### config.mk
export PLATFORM = sky130hd
export DESIGN_NAME = chstat_top
export DESIGN_NICKNAME = d
export VERILOG_FILES = /design/src/rtl/chstat_pkg.sv /design/src/rtl/modem_sync.sv /design/src/rtl/event_bank.sv /design/src/rtl/chstat_ctrl.sv /design/src/rtl/chstat_top.sv
export SDC_FILE = /design/constraint.sdc
export NUM_CORES = 1
export LEC_CHECK = 0
export BUFFER_PORTS_ARGS = -buffer_cell sky130_fd_sc_hd__buf_2
export CORE_MARGIN = 4
export CORE_UTILIZATION = 40
export DETAILED_ROUTE_END_ITERATION = 12
export PLACE_DENSITY = 0.84
export SYNTH_ARGS = -nofsm -noshare
export SYNTH_HDL_FRONTEND = slang
export SYNTH_SLANG_ARGS = --single-unit
### constraint.sdc
create_clock -name clk -period 2.2 [get_ports clk]
set_input_delay 0.44 -clock clk [delete_from_list [all_inputs] [get_ports clk]]
set_output_delay 0.44 -clock clk [all_outputs]
set_load 0.02 [all_outputs]
### src/rtl/chstat_pkg.sv
package chstat_pkg;
  localparam int REG_W   = 32;
  localparam int N_MODEM = 4;   // 0 carrier, 1 dsr, 2 cts, 3 ring

  localparam int POS_RXAV = 0;
  localparam int POS_OVR  = 13;
  localparam int POS_TXE  = 25;

  localparam int EN_MS = 0;
  localparam int EN_RX = 2;
  localparam int EN_TX = 19;

  localparam logic ADDR_CTRL = 1'b1;

  function automatic int lvl_pos(input int idx);
    return 3 + idx;
  endfunction

  function automatic int ev_pos(input int idx);
    case (idx)
      0:       return 18;
      1:       return 16;
      2:       return 17;
      default: return 22;
    endcase
  endfunction
endpackage

### src/rtl/modem_sync.sv
module modem_sync #(
  parameter int STAGES = 2
) (
  input  logic clk,
  input  logic rst_n,
  input  logic pin_i,
  output logic level_o,
  output logic edge_o
);
  logic [STAGES-1:0] sync_q;
  logic              prev_q;

  always_ff @(posedge clk or negedge rst_n) begin
    if (!rst_n) begin
      sync_q <= '0;
      prev_q <= 1'b0;
    end else begin
      sync_q <= {sync_q[STAGES-2:0], pin_i};
      prev_q <= sync_q[STAGES-1];
    end
  end

  assign level_o = sync_q[STAGES-1];
  assign edge_o  = sync_q[STAGES-1] ^ prev_q;
endmodule

### src/rtl/event_bank.sv
module event_bank #(
  parameter int N = 4
) (
  input  logic         clk,
  input  logic         rst_n,
  input  logic [N-1:0] set_i,
  input  logic [N-1:0] clr_i,
  output logic [N-1:0] q_o
);
  always_ff @(posedge clk or negedge rst_n) begin
    if (!rst_n) q_o <= '0;
    else        q_o <= (q_o & ~clr_i) | set_i;   // new event beats clear
  end
endmodule

### src/rtl/chstat_ctrl.sv
module chstat_ctrl
  import chstat_pkg::*;
(
  input  logic             clk,
  input  logic             rst_n,
  input  logic             wr_i,
  input  logic             ms_d,
  input  logic             rx_d,
  input  logic             tx_d,
  output logic             en_ms_o,
  output logic             en_rx_o,
  output logic             en_tx_o,
  output logic [REG_W-1:0] word_o
);
  always_ff @(posedge clk or negedge rst_n) begin
    if (!rst_n) begin
      en_ms_o <= 1'b0;
      en_rx_o <= 1'b0;
      en_tx_o <= 1'b0;
    end else if (wr_i) begin
      en_ms_o <= ms_d;
      en_rx_o <= rx_d;
      en_tx_o <= tx_d;
    end
  end

  always_comb begin
    word_o        = '0;
    word_o[EN_MS] = en_ms_o;
    word_o[EN_RX] = en_rx_o;
    word_o[EN_TX] = en_tx_o;
  end
endmodule

### src/rtl/chstat_top.sv
module chstat_top
  import chstat_pkg::*;
#(
  parameter int SYNC_STAGES = 2
) (
  input  logic             clk,
  input  logic             rst_n,
  input  logic             reg_wr,
  input  logic             reg_addr,
  input  logic [REG_W-1:0] reg_wdata,
  output logic [REG_W-1:0] reg_rdata,
  input  logic             dcd_in,
  input  logic             dsr_in,
  input  logic             cts_in,
  input  logic             ri_in,
  input  logic             rx_avail,
  input  logic             rx_overrun,
  input  logic             tx_empty,
  output logic             irq
);
  logic [N_MODEM-1:0] pins, mlvl, mtog, ev_clr, ev_q;
  logic [REG_W-1:0]   stat_word, ctrl_word;
  logic               en_ms, en_rx, en_tx;
  logic               stat_wr, ctrl_wr;
  logic               wdata_unused;

  assign pins         = {ri_in, cts_in, dsr_in, dcd_in};
  assign stat_wr      = reg_wr && (reg_addr != ADDR_CTRL);
  assign ctrl_wr      = reg_wr && (reg_addr == ADDR_CTRL);
  assign wdata_unused = ^reg_wdata;

  for (genvar gi = 0; gi < N_MODEM; gi++) begin : g_modem
    modem_sync #(.STAGES(SYNC_STAGES)) u_sync (
      .clk     (clk),
      .rst_n   (rst_n),
      .pin_i   (pins[gi]),
      .level_o (mlvl[gi]),
      .edge_o  (mtog[gi])
    );
    assign ev_clr[gi] = stat_wr && reg_wdata[ev_pos(gi)];
  end

  event_bank #(.N(N_MODEM)) u_ev (
    .clk   (clk),
    .rst_n (rst_n),
    .set_i (mtog),
    .clr_i (ev_clr),
    .q_o   (ev_q)
  );

  chstat_ctrl u_ctrl (
    .clk     (clk),
    .rst_n   (rst_n),
    .wr_i    (ctrl_wr),
    .ms_d    (reg_wdata[EN_MS]),
    .rx_d    (reg_wdata[EN_RX]),
    .tx_d    (reg_wdata[EN_TX]),
    .en_ms_o (en_ms),
    .en_rx_o (en_rx),
    .en_tx_o (en_tx),
    .word_o  (ctrl_word)
  );

  always_comb begin
    stat_word           = '0;
    stat_word[POS_RXAV] = rx_avail;
    stat_word[POS_OVR]  = rx_overrun;
    stat_word[POS_TXE]  = tx_empty && en_tx;
    for (int i = 0; i < N_MODEM; i++) begin
      stat_word[lvl_pos(i)] = mlvl[i];
      stat_word[ev_pos(i)]  = ev_q[i];
    end
  end

  assign reg_rdata = (reg_addr == ADDR_CTRL) ? ctrl_word : stat_word;
  assign irq = (en_rx && rx_avail) || (en_tx && tx_empty) || (en_ms && (|ev_q));
endmodule

== Yosys cells after proc, flatten, opt, wreduce, memory -nomap -nowiden ==
Index checks and enable logic that the tools add are counted.
Widths: inputs -> output; s select.
Storage, ports and cells
  bits in registers: 19
  output and inout port bits: 33
  input bits: 43
  logic and storage cells: 33
Operators by class
  muxes and demuxes: 1
  bitwise operators: 8
  reduce and logical (&&, ||, !) cells: 12
Operator list (number)
  $mux 26: 1
  $logic_and 1x1->1: 9
  $and 4x4->4: 1
  $not 4->4: 1
  $or 4x4->4: 1
  $reduce_or 4->1: 1
  $xor 1x1->1: 4
  $logic_or 1x1->1: 2
  $not 1->1: 1

== Depth between registers and ports, before layout ==
  depth after elaboration: 6
  gate-level depth with buffers: 2

== Modules after synthesis ==
A second synthesis with hierarchy kept.
Unflattened totals
  cell total of the unflattened synthesis: 114
  area total of the unflattened synthesis: 1198.6 sq um
By module, submodules not included
  chstat_top: area each 365.4 sq um, instances 1, cells an instance 47
  chstat_ctrl: area each 352.8 sq um, instances 1, cells an instance 39
  modem_sync: area each 83.8 sq um, instances 4, cells an instance 4
  event_bank: area each 145.1 sq um, instances 1, cells an instance 12

== Worst setup path after synthesis ==
OpenSTA, ideal clock, no wires.
  path type: register to output
  start: register u_ev.q_o[0]
  end: output irq
  stages on the path, launching flop included: 3
  buffers on the path: 0
  setup slack: 0.833 ns
  arrival time: 0.927 ns
  cell sequence: dfrtp_1 -> o41ai_1 -> nand3_1
On the way
  cells in the longest elaborated chain, start to end: 3
RTL lines
  start, declared: RTL line event_bank.sv:8  | output logic [N-1:0] q_o
  start signal, assigned: RTL line event_bank.sv:12  | else q_o <= (q_o & ~clr_i) | set_i;
  $reduce_or 4->1: RTL line chstat_top.sv:76  | assign irq = (en_rx && rx_avail) || (en_tx && tx_empty) || (en_ms && (|ev_q));
  $logic_and 1x1->1: RTL line chstat_top.sv:76
  $logic_or 1x1->1: RTL line chstat_top.sv:76
  end, declared: RTL line chstat_top.sv:19  | output logic irq
Every way passes these cells.

== Worst setup path after layout ==
Same ends and word-level chain as after synthesis.

==> summary.txt <==
critical path type = reg -> out
Final min period = 1.77 ns
cell area after synthesis = 890 um^2
CTS Buffer Depth = 2
Ys Warns = 0
# resized after CTS = 0
worst vdd ir = 0.000432 V
WL final = 1.45 mm
final net count = 152
# rows = 16
CP max FO = 2
CTS buffer count = 3
# Post-CTS Setup Buffers = 0
first-pass GRT wire length = 2.10 mm
RSZ-0062 raised after global routing = no
status = finished, final reports clean
Root Buffer = clkbuf_4
Residual DRC = 0
Hold Violations, Final = 0
share of layout cells above drive strength 1 = 46.3%
Tot Pwr = 0.699 mW
die area = 3040 um^2
CP arrival = 1.33 ns
Final Slew Violations = 0
dpl hpwl = 1.18 mm
max_cap viols = 0
CP top delay family = flip-flops
hold buffer count at cts = 0
Fill cells = 194
Worst Setup SP = u_ev.q_o[0]
final instance area = 1020 um^2
post-DR wirelength/cell = 10.8 um
Critical Path RT = 1.76 ns
Post-DP Area = 998 um^2
combinational share of power = 21.0%
n_diodes = 0
Int Pwr = 0.498 mW
vias = 567
vias in the first global route = 513
Cell variety after synth = 19
worst-path cell chain = o41ai_1 > nand3_1 > buf_2
DR pass1 iterations = 3
period utilization = 80.4%
Clock Skew = 0.00573 ns
Antenna Nets Post-Route = 0
Die W = 55.2 um
CTS tree = done
Max Freq = 565 MHz
initial core utilization = 43.6%
Placed Instances = 131
total gr overflow = 0
Worst-Skew Late Latency = 0.28 ns
GRT Overall Usage = 9.88%
CP Buf/Inv Count = 1
Syn-to-layout area delta = 15.2%
critical path's slowest cell = dfrtp_1
register bit total from synthesis = 19
IO Count = 76
Worst-path clk slew = 0.10 ns
Core Box Area = 2040 um^2
fin cells = 135
Initial DRC Count = 2
worst stage delay on the critical path = 0.40 ns
share of the yosys chip area belonging to registers = 53.4%
PwrDens = 682 nW/um^2
# H-tree levels = 1
TNS Setup = 0 ns
largest net degree at the start of global routing = 20
# clock sinks = 19
routability congestion estimate = 0.726
Switching Fraction = 28.7%
Clock power frac = 23.5%
vias per cell = 4.20
Die Height = 55.2 um
final setup vio count = 0
post-synthesis cell count = 75
Leak Pwr = 0.546 nW
Psw = 0.201 mW
sequential power share = 55.6%
Port-buffer cells = 31
Setup crit start kind = flop
Critical Path End Type = output port
syn_area_per_cell = 11.9 um^2
HP Class = in -> async
RR Startpoint = g_modem[3].u_sync.sync_q[1]
antenna violations before repair = 0
==> flip-flops by register name (all words and copies together) (netlist names) <==
register and cells:
u_ev.q_o 4, u_ctrl.en_ms_o 1, u_ctrl.en_tx_o 1, u_ctrl.en_rx_o 1, g_modem.u_sync.prev_q 4, g_modem.u_sync.sync_q 8
==> power groups by stage <==
| stage | logic [mW] | clock network, mW | registers (mW) |
|---|---|---|---|
| after global placement | 0.146 | 0 | 0.394 |
| after global routing | 0.161 | 0.185 | 0.392 |
| final | 0.147 | 0.164 | 0.388 |
| after CTS | 0.148 | 0.174 | 0.389 |
| after detailed placement | 0.147 | 0 | 0.396 |
| after floorplan | 0.127 | 0 | 0.391 |
==> per-layer routing <==
metal  up-vias  track usage [%]  part of all wire [%]
met5         -                0                     0
met4         0             2.43                     0
met3         0             3.22                    14
met2        41             16.5                    46
met1       260             12.3                    40
li1        266                -                     -
==> Yosys cell counts, drive strengths merged <==
library cell | instances | share of area (%)
xnor2 | 2 | 2.0
and2b | 7 | 6.9
xor2 | 2 | 2.0
and3b | 2 | 2.3
buf | 19 | 16
and2 | 2 | 1.7
dfrtp | 19 | 53
nand2 | 3 | 1.5
nand3 | 1 | 0.56
a21o | 2 | 1.7
inv | 2 | 0.84
o41ai | 1 | 0.98
conb | 1 | 0.42
nand3b | 2 | 1.7
clkbuf | 1 | 0.56
mux2 | 4 | 5.1
nor2 | 3 | 1.3
o21ai | 2 | 1.1
==> stage by stage <==
step	worst slack (ns)	hold WS (ns)	utilization, %
after floorplan	0.833	0.144	-
after global placement	0.547	0.333	48.9
after detailed placement	0.540	0.345	48.9
after CTS	0.406	0.0716	50.2
after global routing	0.294	0.0894	50.2
final	0.431	0.0693	50.2
==> kinds of logic (layout without fill, tap and decap cells) <==
family,Yosys count,count (layout),synth area share [%]
buffers and inverters,22,37,17.4
AND/OR/NAND/NOR,20,20,15.9
flip-flops,19,19,53.4
AO/OA/AOI/OAI,5,5,3.80
XOR/XNOR,4,4,3.94
multiplexers,4,4,5.06
other,1,19,0.422
==> cells in the final DEF (no fill, tap or decap), types with 2 or more instances in the layout <==
cell      instances
and2b_2           7
xor2_1            2
mux2_2            4
o21ai_0           2
xnor2_1           2
inv_1             2
nor2_1            3
nand2_1           2
conb_1           19
buf_2            31
dfrtp_1          19
and3b_2           2
nand3b_1          2
clkbuf_4          3
and2_2            2
a21o_1            2
==> path summary, 6_finish.rpt <==
path	endpoint	slack, ns	depth (start not counted)
max in group asynchronous	u_ev.q_o[2]	1.84	1
worst min register to register	g_modem[2].u_sync.sync_q[1]	0.36	0
worst min-delay path	g_modem[0].u_sync.sync_q[0]	0.07	1
min in group clk	g_modem[0].u_sync.sync_q[0]	0.25	1
worst max-delay path	irq	0.43	3
worst max register to register	u_ev.q_o[3]	1.39	2
==> area by class of cell <==
type / count / area [um^2] / share of cell area, %
well taps: 27 / 33.8 / 3.30
flip-flops and latches: 19 / 475 / 46.4
repair buffers: 31 / 155 / 15.1
multi-input cells: 52 / 327 / 31.9
inverters: 2 / 7.51 / 0.733
clock buffers: 4 / 26.3 / 2.56
No activity file was read; power rests on OpenSTA's default activity.
